`src/rtl/ta_pkg.sv`:
```
// Shared constants and types for the target abort handler.
// Assumes a 16-bit status register with the abort flag at bit 11.
package ta_pkg;
    localparam int STAT_W  = 16;
    localparam int TA_BIT  = 11;

    typedef enum logic [1:0] {
        TS_IDLE  = 2'd0,
        TS_WAIT  = 2'd1,
        TS_DATA  = 2'd2,
        TS_ABORT = 2'd3
    } tgt_st_e;
endpackage

```
`src/rtl/ta_tgt_fsm.sv`:
```
// Target-side sequencer: accepts an inbound request while idle, issues the
// internal-bus cycle when one is needed, and chooses between a single data
// phase and a single abort phase. Assumes the internal-bus outcome flags are
// valid in the ib_done cycle only.
module ta_tgt_fsm
    import ta_pkg::*;
(
    input  logic clk,
    input  logic rst_n,
    input  logic req_valid,
    input  logic req_write,
    input  logic req_rom_hit,
    input  logic ib_done,
    input  logic ib_mabort,
    input  logic ib_tabort,
    output logic ib_req,
    output logic devsel_n,
    output logic trdy_n,
    output logic stop_n,
    output logic abort_ev
);
    tgt_st_e st_q, st_d;
    logic    rom_wr;

    // Writes into the read-only ROM window never reach the internal bus
    assign rom_wr = req_write & req_rom_hit;

    // State register
    always_ff @(posedge clk) begin
        if (!rst_n) st_q <= TS_IDLE;
        else        st_q <= st_d;
    end

    // Next-state choice
    always_comb begin
        st_d = st_q;
        unique case (st_q)
            TS_IDLE: begin
                if (req_valid) begin
                    if (rom_wr)         st_d = TS_ABORT;
                    else if (req_write) st_d = TS_DATA;
                    else                st_d = TS_WAIT;
                end
            end
            TS_WAIT: begin
                if (ib_done) st_d = (ib_mabort | ib_tabort) ? TS_ABORT : TS_DATA;
            end
            TS_DATA:  st_d = TS_IDLE;
            TS_ABORT: st_d = TS_IDLE;
            default:  st_d = TS_IDLE;
        endcase
    end

    // Bus signalling and internal-bus launch decoded from the state
    always_comb begin
        ib_req   = (st_q == TS_IDLE) & req_valid & ~rom_wr;
        devsel_n = ~((st_q == TS_WAIT) | (st_q == TS_DATA));
        trdy_n   = ~(st_q == TS_DATA);
        stop_n   = ~(st_q == TS_ABORT);
        abort_ev = (st_q == TS_ABORT);
    end
endmodule

```
`src/rtl/ta_log.sv`:
```
// Status and interrupt-status logging for signalled target aborts. Every
// status bit is sticky write-one-to-clear; a set event beats a clear in the
// same cycle. Assumes only the abort flag has a set source.
module ta_log #(
    parameter int STAT_W = 16,
    parameter int TA_BIT = 11
) (
    input  logic              clk,
    input  logic              rst_n,
    input  logic              abort_ev,
    input  logic              irq_mask,
    input  logic              csr_wr_stat,
    input  logic              csr_wr_isr,
    input  logic [STAT_W-1:0] csr_wdata,
    output logic [STAT_W-1:0] status,
    output logic              isr,
    output logic              irq
);
    logic [STAT_W-1:0] set_vec;
    logic              isr_q;

    // Set sources: only the abort flag position is driven
    always_comb begin
        set_vec         = '0;
        set_vec[TA_BIT] = abort_ev;
    end

    // One sticky W1C cell per status bit
    for (genvar b = 0; b < STAT_W; b++) begin : g_stat
        logic bit_q;
        always_ff @(posedge clk) begin
            if (!rst_n)          bit_q <= 1'b0;
            else if (set_vec[b]) bit_q <= 1'b1;
            else if (csr_wr_stat && csr_wdata[b]) bit_q <= 1'b0;
        end
        assign status[b] = bit_q;
    end

    // Interrupt status: set only through a clear mask, W1C on bit 0
    always_ff @(posedge clk) begin
        if (!rst_n)                          isr_q <= 1'b0;
        else if (abort_ev && !irq_mask)      isr_q <= 1'b1;
        else if (csr_wr_isr && csr_wdata[0]) isr_q <= 1'b0;
    end

    assign isr = isr_q;
    assign irq = isr_q & ~irq_mask;
endmodule

```
`src/rtl/ta_split_drop.sv`:
```
// Initiator-side filter for split completions aborted by the far target: in
// PCI-X mode the completion is dropped and a one-cycle marker is produced;
// conventional mode never sees this path, so the strobe is ignored there.
module ta_split_drop (
    input  logic clk,
    input  logic rst_n,
    input  logic pcix_mode,
    input  logic sc_tabort,
    output logic sc_discard
);
    // Register the drop marker
    always_ff @(posedge clk) begin
        if (!rst_n) sc_discard <= 1'b0;
        else        sc_discard <= pcix_mode & sc_tabort;
    end
endmodule

```
`src/rtl/tabort_unit.sv`:
```
// Top of the target abort handler: ties the target sequencer, the abort
// log and the split-completion filter together. Assumes decode and the
// internal bus present single-cycle strobes.
module tabort_unit
    import ta_pkg::*;
(
    input  logic              clk,
    input  logic              rst_n,
    input  logic              pcix_mode,
    input  logic              req_valid,
    input  logic              req_write,
    input  logic              req_rom_hit,
    output logic              ib_req,
    input  logic              ib_done,
    input  logic              ib_mabort,
    input  logic              ib_tabort,
    output logic              devsel_n,
    output logic              trdy_n,
    output logic              stop_n,
    input  logic              sc_tabort,
    output logic              sc_discard,
    input  logic              irq_mask,
    input  logic              csr_wr_stat,
    input  logic              csr_wr_isr,
    input  logic [STAT_W-1:0] csr_wdata,
    output logic [STAT_W-1:0] status,
    output logic              isr,
    output logic              irq
);
    logic abort_ev;

    ta_tgt_fsm u_fsm (
        .clk        (clk),
        .rst_n      (rst_n),
        .req_valid  (req_valid),
        .req_write  (req_write),
        .req_rom_hit(req_rom_hit),
        .ib_done    (ib_done),
        .ib_mabort  (ib_mabort),
        .ib_tabort  (ib_tabort),
        .ib_req     (ib_req),
        .devsel_n   (devsel_n),
        .trdy_n     (trdy_n),
        .stop_n     (stop_n),
        .abort_ev   (abort_ev)
    );

    ta_log #(.STAT_W(STAT_W), .TA_BIT(TA_BIT)) u_log (
        .clk        (clk),
        .rst_n      (rst_n),
        .abort_ev   (abort_ev),
        .irq_mask   (irq_mask),
        .csr_wr_stat(csr_wr_stat),
        .csr_wr_isr (csr_wr_isr),
        .csr_wdata  (csr_wdata),
        .status     (status),
        .isr        (isr),
        .irq        (irq)
    );

    ta_split_drop u_split (
        .clk       (clk),
        .rst_n     (rst_n),
        .pcix_mode (pcix_mode),
        .sc_tabort (sc_tabort),
        .sc_discard(sc_discard)
    );
endmodule

```
`config.mk`:
```
export PLATFORM = sky130hd
export DESIGN_NAME = tabort_unit
export DESIGN_NICKNAME = d
export VERILOG_FILES = /design/src/rtl/ta_pkg.sv /design/src/rtl/ta_tgt_fsm.sv /design/src/rtl/ta_log.sv /design/src/rtl/ta_split_drop.sv /design/src/rtl/tabort_unit.sv
export SDC_FILE = /design/constraint.sdc
export NUM_CORES = 1
export LEC_CHECK = 0
export BUFFER_PORTS_ARGS = -buffer_cell sky130_fd_sc_hd__buf_4
export CAP_MARGIN = 20
export CORE_MARGIN = 4
export CORE_UTILIZATION = 31
export CTS_BUF_LIST = sky130_fd_sc_hd__clkbuf_4
export CTS_CLUSTER_DIAMETER = 50
export DETAILED_ROUTE_END_ITERATION = 12
export HOLD_SLACK_MARGIN = 0.12
export PLACE_DENSITY = 0.78
export SLEW_MARGIN = 30
export SYNTH_ARGS = -nofsm -noshare
export SYNTH_HDL_FRONTEND = slang
export SYNTH_HIERARCHICAL = 1
export SYNTH_SLANG_ARGS = --single-unit
```
`constraint.sdc`:
```
create_clock -name clk -period 1.8 [get_ports clk]
set_input_delay 0.09 -clock clk [delete_from_list [all_inputs] [get_ports clk]]
set_output_delay 0.09 -clock clk [all_outputs]
set_load 0.02 [all_outputs]
```
==> flow_summary.ini, run 1 <==
[status]
status = finished clean

[global_route]
antenna_found_initial = 0
global_route.usage.total = 0.0843
grt_start_max_net_pins = 6
grt_first_pass_wirelength_um = 1320
grt_pass1_vias = 355
overflow = 0

[synthesis]
yosys.cell_count.top_type = buf_4
yosysSeqAreaShare = 0.223
synth_largest_type_area_fraction = 0.268
synth.ff_latch_count = 5
syn-cell-area_sq_um = 448
mean_syn_cell_area_sq_um = 8.30
synth_area_leader_cell = buf_4
ys_top_cells_by_count = buf_4 (16), inv_1 (8), dfxtp_1 (5), ha_1 (5)
async_reset_ff_frac = 0
synth.lib_cells_used.distinct = 18
number_of_enable_flip_flop_cells_after_synthesis = 0
synth-main-ff-cell = dfxtp_1
synth_warnings = 6
syn-instance-count = 54
post_synth_main_area_contributors = buf_4 (27%), dfxtp_1 (22%), ha_1 (14%)

[setup_path]
r2r_setup_slack_ns = 0.36
worstReg2RegStart = u_fsm/st_q[0]
worst_ep_arrival_time_ns = 1.56
timing.critical_path.fanout_max = 4
crit_required_ns = 1.92
crit_type = flop to flop
timing.critical_path.from_type = flop
worstSetupStartpoint = u_fsm/st_q[0]
end_kind = flop
crit_path_end = u_log/g_stat[11].bit_q
ff2ff_path_depth = 4
timing.rr.end = u_log/g_stat[11].bit_q

[floorplanning]
boundaryPins = 52
fp-row-count = 13
dieHeight_um = 46.0
die_area_sq_mm = 0.00212
initial_util = 0.336
fp.dieW_um = 46.0
core_area_sq_mm = 0.00133

[timing]
final-hold-violation-count = 0
unrepaired_setup_endpoints_after_global_routing = no
layout_min_cycle_time_ns = 1.44
final_min_period_over_clock_period = 0.799
setup-violations-final = 0
slew_viol_final = 0
finalSetupTns_ns = 0
max_freq_mhz = 695
finalHoldWorstSlack_ns = 0.167
worst_clock_skew_ns = 0.00216

[route]
drt_drc_violations_left = 0
per_cell_routed_wire_length_um = 9.51
avgViaCountPerCell = 3.98
antenna_left = 0
first_pass_iters = 2
route.vias.total = 390
route.final.wire_length_um = 932
drt-initial-drc-count = 1

[power_and_ir_drop]
power_per_cell_area_mw_per_mm2 = 1050
p_total_uw = 679
power.leakage_uw = 0.000361
ir_drop_mv = 0.587

[cts]
cts_setup_buffers = 0
cts.clk_slew.worst_paths_ns = 0.04
clock_path_buffers = 2
htree_levels = 1
numCtsBuffers = 3
cts_resized = 0
tritoncts_num_sinks = 5
worstSkewPairLatency_ns = 0.24
cts_tree = yes
cts.root.buffer_cell = clkbuf_4
cts-hold-fix-buffers = 5

[cells_and_area]
layoutNonFillerInstCount = 98
fillerInstances = 144
antenna_cells = 0
finish.instance_area_sq_um = 644
multi_input_comb_area_sq_um = 250
regArea_sq_um = 100
final_nets = 118
fraction_of_layout_instances_using_a_drive_strength_above_1 = 0.325
synthToLayoutAreaGrowth_pct = 43.9

[placement]
io_buffer_count = 22
dp.cells = 89
gp_routability_congestion = 0.800
detailed_place_hpwl_um = 774
placed_area_sq_um = 564

[hold_path]
min_path_type = input port to flop

[flow_run]
maxCapViolations = 0
[worst min-delay path by stage]
stage / startpoint / end / slack (ns) / depth (start not counted)
after CTS: csr_wdata[0] / u_log/isr / 0.16 / 3
after floorplan: csr_wdata[11] / u_log/g_stat[11].bit_q / 0.20 / 1
after global routing: csr_wdata[0] / u_log/isr / 0.17 / 3
after detailed placement: csr_wdata[11] / u_log/g_stat[11].bit_q / 0.29 / 2
after global placement: csr_wdata[11] / u_log/g_stat[11].bit_q / 0.29 / 2
final: csr_wdata[0] / u_log/isr / 0.17 / 3
[worst max-delay path, stage by stage, from the launching register on]
cell and delay [ns]:
dfxtp_1 0.33, ha_1 0.24, o21ai_0 0.15, a31oi_1 0.05, dlygate4sd3_1 0.55
[area by class of cell]
type                    instances  area share
clock buffers                   4      0.0466
repair buffers                 27       0.334
multi-input cells              39       0.388
inverters                       8      0.0466
well taps                      15      0.0291
flip-flops and latches          5       0.155
[cells by family (layout without fill, tap and decap cells)]
kind of cell	after synthesis	in the layout	synth area share
AO/OA/AOI/OAI	11	11	0.170
adder cells (fa/ha/maj)	5	5	0.140
buffers and inverters	24	39	0.335
flip-flops	5	5	0.223
multiplexers	1	1	0.0223
other	1	15	0.00837
AND/OR/NAND/NOR	7	7	0.101
[layer usage]
metal | track usage | wire, um
met5 | 0 | 0
met4 | 0.0682 | 0
met3 | 0.00791 | 135
met2 | 0.137 | 461
met1 | 0.0977 | 335
[power breakdown]
part / internal [uW] / switching, uW
registers: 135 / 22.4
clock network: 98.8 / 45.0
logic: 168 / 210
[placed cells by master, fill, tap and decap left out, drive strengths merged]
| master | Yosys | final |
|---|---|---|
| a21oi | 3 | 3 |
| nand2 | 2 | 2 |
| a31oi | 1 | 1 |
| a311oi | 1 | 1 |
| or2b | 2 | 2 |
| buf | 16 | 22 |
| a31o | 1 | 1 |
| and3 | 1 | 1 |
| inv | 8 | 8 |
| ha | 5 | 5 |
| conb | 1 | 15 |
| clkbuf | 0 | 4 |
| dfxtp | 5 | 5 |
| o211a | 1 | 1 |
| a211oi | 1 | 1 |
| o21ai | 3 | 3 |
| and2b | 1 | 1 |
| and3b | 1 | 1 |
| mux2i | 1 | 1 |
| dlygate4sd3 | 0 | 5 |
[sequential cells by signal (all words and copies together) (netlist names)]
name	flops
u_split/sc_discard	1
u_fsm/st_q	2
u_log/isr	1
u_log/g_stat.bit_q	1
[through the flow]
stage / utilization / worst slack (ns)
after detailed placement: 0.423 / 0.482
after CTS: 0.483 / 0.349
after global routing: 0.483 / 0.242
final: 0.483 / 0.362
after floorplan: - / 0.583
after global placement: 0.423 / 0.506
Power figures use the tool's default switching activity.
==> inputs of run 2 (changes only) <==
CORE_UTILIZATION = 30   (was 31)
PLACE_DENSITY = 0.79   (was 0.78)
clock period = 1.2 ns   (was 1.8 ns; I/O delays follow)
==> run 2 against run 1 <==
The run now ends with negative setup slack left. Sequential cell count is the same. Global-route usage rose by 2.3 points. Worst setup slack got worse by 0.37 ns. Die area grew 2.8%. Critical path depth up 1. Clock power grew 49%. Count of clock-buffer cells in the layout did not move. Non-clock buffer count increased by 4. Cell area grew 16%. Maximum frequency is 19% higher. Critical endpoint is now u_fsm/st_q[0]. Largest power group unchanged.
==> flow_summary.ini, run 2 (synthesized netlist as in run 1, its figures left out) <==
[cts]
worstSkewPairLatency_ns = 0.24
htree_levels = 1
clock_path_buffers = 2
cts.clk_slew.worst_paths_ns = 0.04
numCtsBuffers = 3
tritoncts_num_sinks = 5
cts.root.buffer_cell = clkbuf_4
cts_tree = yes

[floorplanning]
fp.dieW_um = 46.6
fp-row-count = 13
boundaryPins = 52
core_area_sq_mm = 0.00135
dieHeight_um = 46.6
initial_util = 0.332
die_area_sq_mm = 0.00218

[cells_and_area]
final_nets = 122
finish.instance_area_sq_um = 749
layout.cells.most_common = buf_4
fraction_of_layout_instances_using_a_drive_strength_above_1 = 0.471
mostFrequentLayoutCells = buf_4 (23), conb_1 (15), dlygate4sd3_1 (5), inv_1 (5)
antenna_cells = 0
largest_register = u_fsm/st_q
largest_register_ff_count = 2
finalCoreUtilization = 0.555
synthToLayoutAreaGrowth_pct = 67.3

[setup_path]
cp.depth = 5
worstSetupStartpoint = u_fsm/st_q[0]
end_kind = flop
ff2ff_path_depth = 5
worst_path_max_delay_cell = dfxtp_4
cpPeakStageDelay_ns = 0.36
worstReg2RegStart = u_fsm/st_q[0]
worst_ep_arrival_time_ns = 1.36
crit_path_cell_trace = inv_4 > ha_4 > or2b_1 > o211a_1 > a211oi_2
timing.critical_path.from_type = flop
crit_required_ns = 1.35
timing.critical_path.fanout_max = 4
crit_type = flop to flop
worstPathBufferInverterCount = 1
critical-path-top-delay-family = flip-flops

[timing]
final_min_period_over_clock_period = 1.01
unrepaired_setup_endpoints_after_global_routing = yes
slew_viol_final = 0
worst_clock_skew_ns = 0.00173
max_freq_mhz = 828
setup-violations-final = 1
final-hold-violation-count = 0
timing.final.ws_setup_ns = -0.00808
layout_min_cycle_time_ns = 1.21

[power_and_ir_drop]
power_per_cell_area_mw_per_mm2 = 1680
power.leakage_uw = 0.000382
ir_drop_mv = 1.42

[route]
drt-initial-drc-count = 0
route.vias.total = 413
antenna_left = 0
avgViaCountPerCell = 4.05
route.final.wire_length_um = 1050
per_cell_routed_wire_length_um = 10.3
drt_drc_violations_left = 0
first_pass_iters = 1

[hold_path]
worst_hold_path.num_cells = 3
min_path_type = input port to flop
hold_path.startpoint = csr_wdata[0]

[global_route]
global_route.usage.total = 0.107
grt_start_max_net_pins = 6
grt_pass1_vias = 404
overflow = 0
grt_first_pass_wirelength_um = 1600
antenna_found_initial = 0

[placement]
io_buffer_count = 22
placed_area_sq_um = 589
detailed_place_hpwl_um = 825
gp_routability_congestion = 0.760
post-place-ws_ns = -0.0681

[status]
failed_checks = negative setup slack
status = finished, violations left

[flow_run]
maxCapViolations = 0
-- run 2: cell types whose count changed in the layout (fill, tap and decap cells not counted), moves of 2 or more --
cell / delta
dfxtp_1: -2
ha_1: -4
ha_4: +4
buf_6: +3
inv_1: -3
inv_4: +2
-- run 2: worst paths after layout --
kind	slack, ns	endpoint
max	-0.008	u_fsm/st_q[0]
min	0.15	u_log/isr
max reg2reg	-0.008	u_fsm/st_q[0]
min reg2reg	0.51	u_log/isr
-- run 2: area by class of cell --
class,count,area [sq um]
flip-flops and latches,5,105
multi-input cells,39,304
repair buffers,31,256
well taps,15,18.8
inverters,8,35.0
clock buffers,4,30.0
fillers,147,601
-- run 2: power breakdown --
group	total [uW]	switching [uW]	internal, uW	leakage (uW)
sequential	260	45.1	215	0.0000419
combinational	786	399	387	0.000321
clock	214	65.5	148	0.0000184
total	1260	510	749	0.000382
-- run 2: routing by layer --
metal  share of wire  track usage  up-vias  wire length [um]
met4               0       0.0773        0                 0
met2            0.50        0.170       24               525
met1            0.35        0.105      180               367
met3            0.15       0.0547        0               156
met5               0            0        -                 0
li1                -            -      209                 -
-- run 2: per-stage QoR --
step	total power [uW]	TNS, ns	cells	hold slack [ns]
after floorplan	656	0	68	0.167
after global placement	845	-0.0798	92	0.254
after detailed placement	859	-0.127	92	0.257
after CTS	1210	0	102	0.147
after global routing	1370	-0.161	102	0.160
final	1260	-0.00808	102	0.148
-- run 2: worst min-delay path, stage by stage --
cell     delay (ns)
buf_4          0.11
nand2_1        0.05
a31o_1         0.14
-- run 2: what timing repair did --
action / in CTS / in global routing
resized for setup: 11 / 6
hold buffers: 5 / 0
endpoints found under the setup margin: 6 / 5
endpoints found under the hold margin: 5 / 0
setup buffers: 1 / 0
pin swaps: 3 / 2
==> inputs of run 3 (changes only) <==
GPL_ROUTABILITY_DRIVEN = 0   (was default)
MAX_ROUTING_LAYER = met4   (was default)
==> run 3 against run 2 <==
The flow still finishes with violations (negative setup slack). Core utilization unchanged. First-iteration DRC count unchanged. Global-route usage up 0.30 points. Largest power group unchanged. Critical path depth unchanged. Register-to-register slack about the same. Die area unchanged. Worst hold slack unchanged. Highest routed layer unchanged. Combinational power about the same. Count of clock-buffer cells in the layout unchanged. Sequential share of layout area unchanged. Maximum frequency about the same.
==> flow_summary.ini, run 3 (synthesized netlist as in run 1, its figures left out) <==
[status]
status = finished, violations left
failed_checks = negative setup slack

[setup_path]
worstSetupStartpoint = u_fsm/st_q[0]
worstReg2RegStart = u_fsm/st_q[0]
crit_required_ns = 1.35
worst_path_max_delay_cell = dfxtp_4
crit_path_end = u_fsm/st_q[0]
worstPathBufferInverterCount = 1
timing.rr.end = u_fsm/st_q[0]
critical-path-top-delay-family = flip-flops
timing.critical_path.from_type = flop
timing.critical_path.fanout_max = 4
worst_ep_arrival_time_ns = 1.36
end_kind = flop
cp.depth = 5
ff2ff_path_depth = 5
crit_type = flop to flop
r2r_setup_slack_ns = -0.008
cpPeakStageDelay_ns = 0.36
crit_path_cell_trace = inv_4 > ha_4 > or2b_1 > o211a_1 > a211oi_2

[global_route]
global_route.usage.total = 0.110
antenna_found_initial = 0
grt_start_max_net_pins = 6
grt_pass1_vias = 404
grt_first_pass_wirelength_um = 1600
overflow = 0

[cells_and_area]
final_nets = 122
fillerInstances = 147
largest_register = u_fsm/st_q
layout.cells.most_common = buf_4
synthToLayoutAreaGrowth_pct = 67.3
finish.instance_area_sq_um = 749
largest_register_ff_count = 2
multi_input_comb_area_sq_um = 304
finalCoreUtilization = 0.555
antenna_cells = 0
fraction_of_layout_instances_using_a_drive_strength_above_1 = 0.471
regArea_sq_um = 105
mostFrequentLayoutCells = buf_4 (23), conb_1 (15), dlygate4sd3_1 (5), inv_1 (5)

[timing]
final_min_period_over_clock_period = 1.01
slew_viol_final = 0
final-hold-violation-count = 0
setup-violations-final = 1
max_freq_mhz = 828
timing.final.ws_setup_ns = -0.00812
finalSetupTns_ns = -0.00812
layout_min_cycle_time_ns = 1.21
unrepaired_setup_endpoints_after_global_routing = yes
worst_clock_skew_ns = 0.00173

[power_and_ir_drop]
power.leakage_uw = 0.000382
ir_drop_mv = 1.42
power_per_cell_area_mw_per_mm2 = 1680
p_total_uw = 1260

[cts]
tritoncts_num_sinks = 5
htree_levels = 1
clock_path_buffers = 2
cts_tree = yes
numCtsBuffers = 3
cts.clk_slew.worst_paths_ns = 0.04
cts.root.buffer_cell = clkbuf_4
worstSkewPairLatency_ns = 0.24

[flow_run]
maxCapViolations = 0

[route]
antenna_left = 0
route.final.wire_length_um = 1050
route.vias.total = 413
avgViaCountPerCell = 4.05
drt-initial-drc-count = 0
drt_drc_violations_left = 0
first_pass_iters = 1
per_cell_routed_wire_length_um = 10.3

[floorplanning]
fp.dieW_um = 46.6
dieHeight_um = 46.6
initial_util = 0.332
core_area_sq_mm = 0.00135
die_area_sq_mm = 0.00218
fp-row-count = 13
boundaryPins = 52

[placement]
placed_area_sq_um = 589
post-place-ws_ns = -0.0681
io_buffer_count = 22
detailed_place_hpwl_um = 825

[hold_path]
min_path_type = input port to flop
run 3: layout make-up:
class,count,area share
inverters,8,0.0467
multi-input cells,39,0.406
repair buffers,31,0.342
clock buffers,4,0.0401
flip-flops and latches,5,0.140
well taps,15,0.0250
run 3: timing repair:
| item | 4_1_cts | 5_1_grt |
|---|---|---|
| pin swaps | 3 | 2 |
| hold endpoints to repair | 5 | 0 |
| hold buffers | 5 | 0 |
| gates resized for setup | 11 | 6 |
| buffers inserted | 1 | 0 |
| setup endpoints to repair | 6 | 5 |
| gates cloned | 0 | 0 |
run 3: per-stage QoR:
step,cells,hold slack (ns)
2_1_floorplan,68,0.167
3_3_place_gp,92,0.254
3_5_place_dp,92,0.257
4_1_cts,102,0.147
5_1_grt,102,0.160
6_report,102,0.148
run 3: worst min path at each step:
| stage | from | end | depth (start not counted) |
|---|---|---|---|
| floorplan | csr_wdata[11] | u_log/g_stat[11].bit_q | 1 |
| global placement | csr_wdata[11] | u_log/g_stat[11].bit_q | 2 |
| detailed placement | csr_wdata[11] | u_log/g_stat[11].bit_q | 2 |
| CTS | csr_wdata[0] | u_log/isr | 3 |
| global route | csr_wdata[0] | u_log/isr | 3 |
| finish | csr_wdata[0] | u_log/isr | 3 |
run 3: metal layers:
metal  part of all wire  wire [um]  vias to the layer above  GRT usage
met2               0.50        525                       24      0.170
met3               0.14        147                        0     0.0508
met1               0.36        377                      180      0.108
li1                   -          -                      209          -
met5                  0          0                        -          -
met4                  0          0                        0     0.0773
run 3: power breakdown:
group / total [uW] / internal, uW / switching [uW]
clock: 214 / 148 / 65.5
combinational: 787 / 387 / 400
sequential: 260 / 215 / 45.1
run 3: worst register-to-register path: stages (launching register included):
cell and delay, ns:
dfxtp_4 0.36, inv_4 0.08, ha_4 0.13, or2b_1 0.26, o211a_1 0.14, a211oi_2 0.16
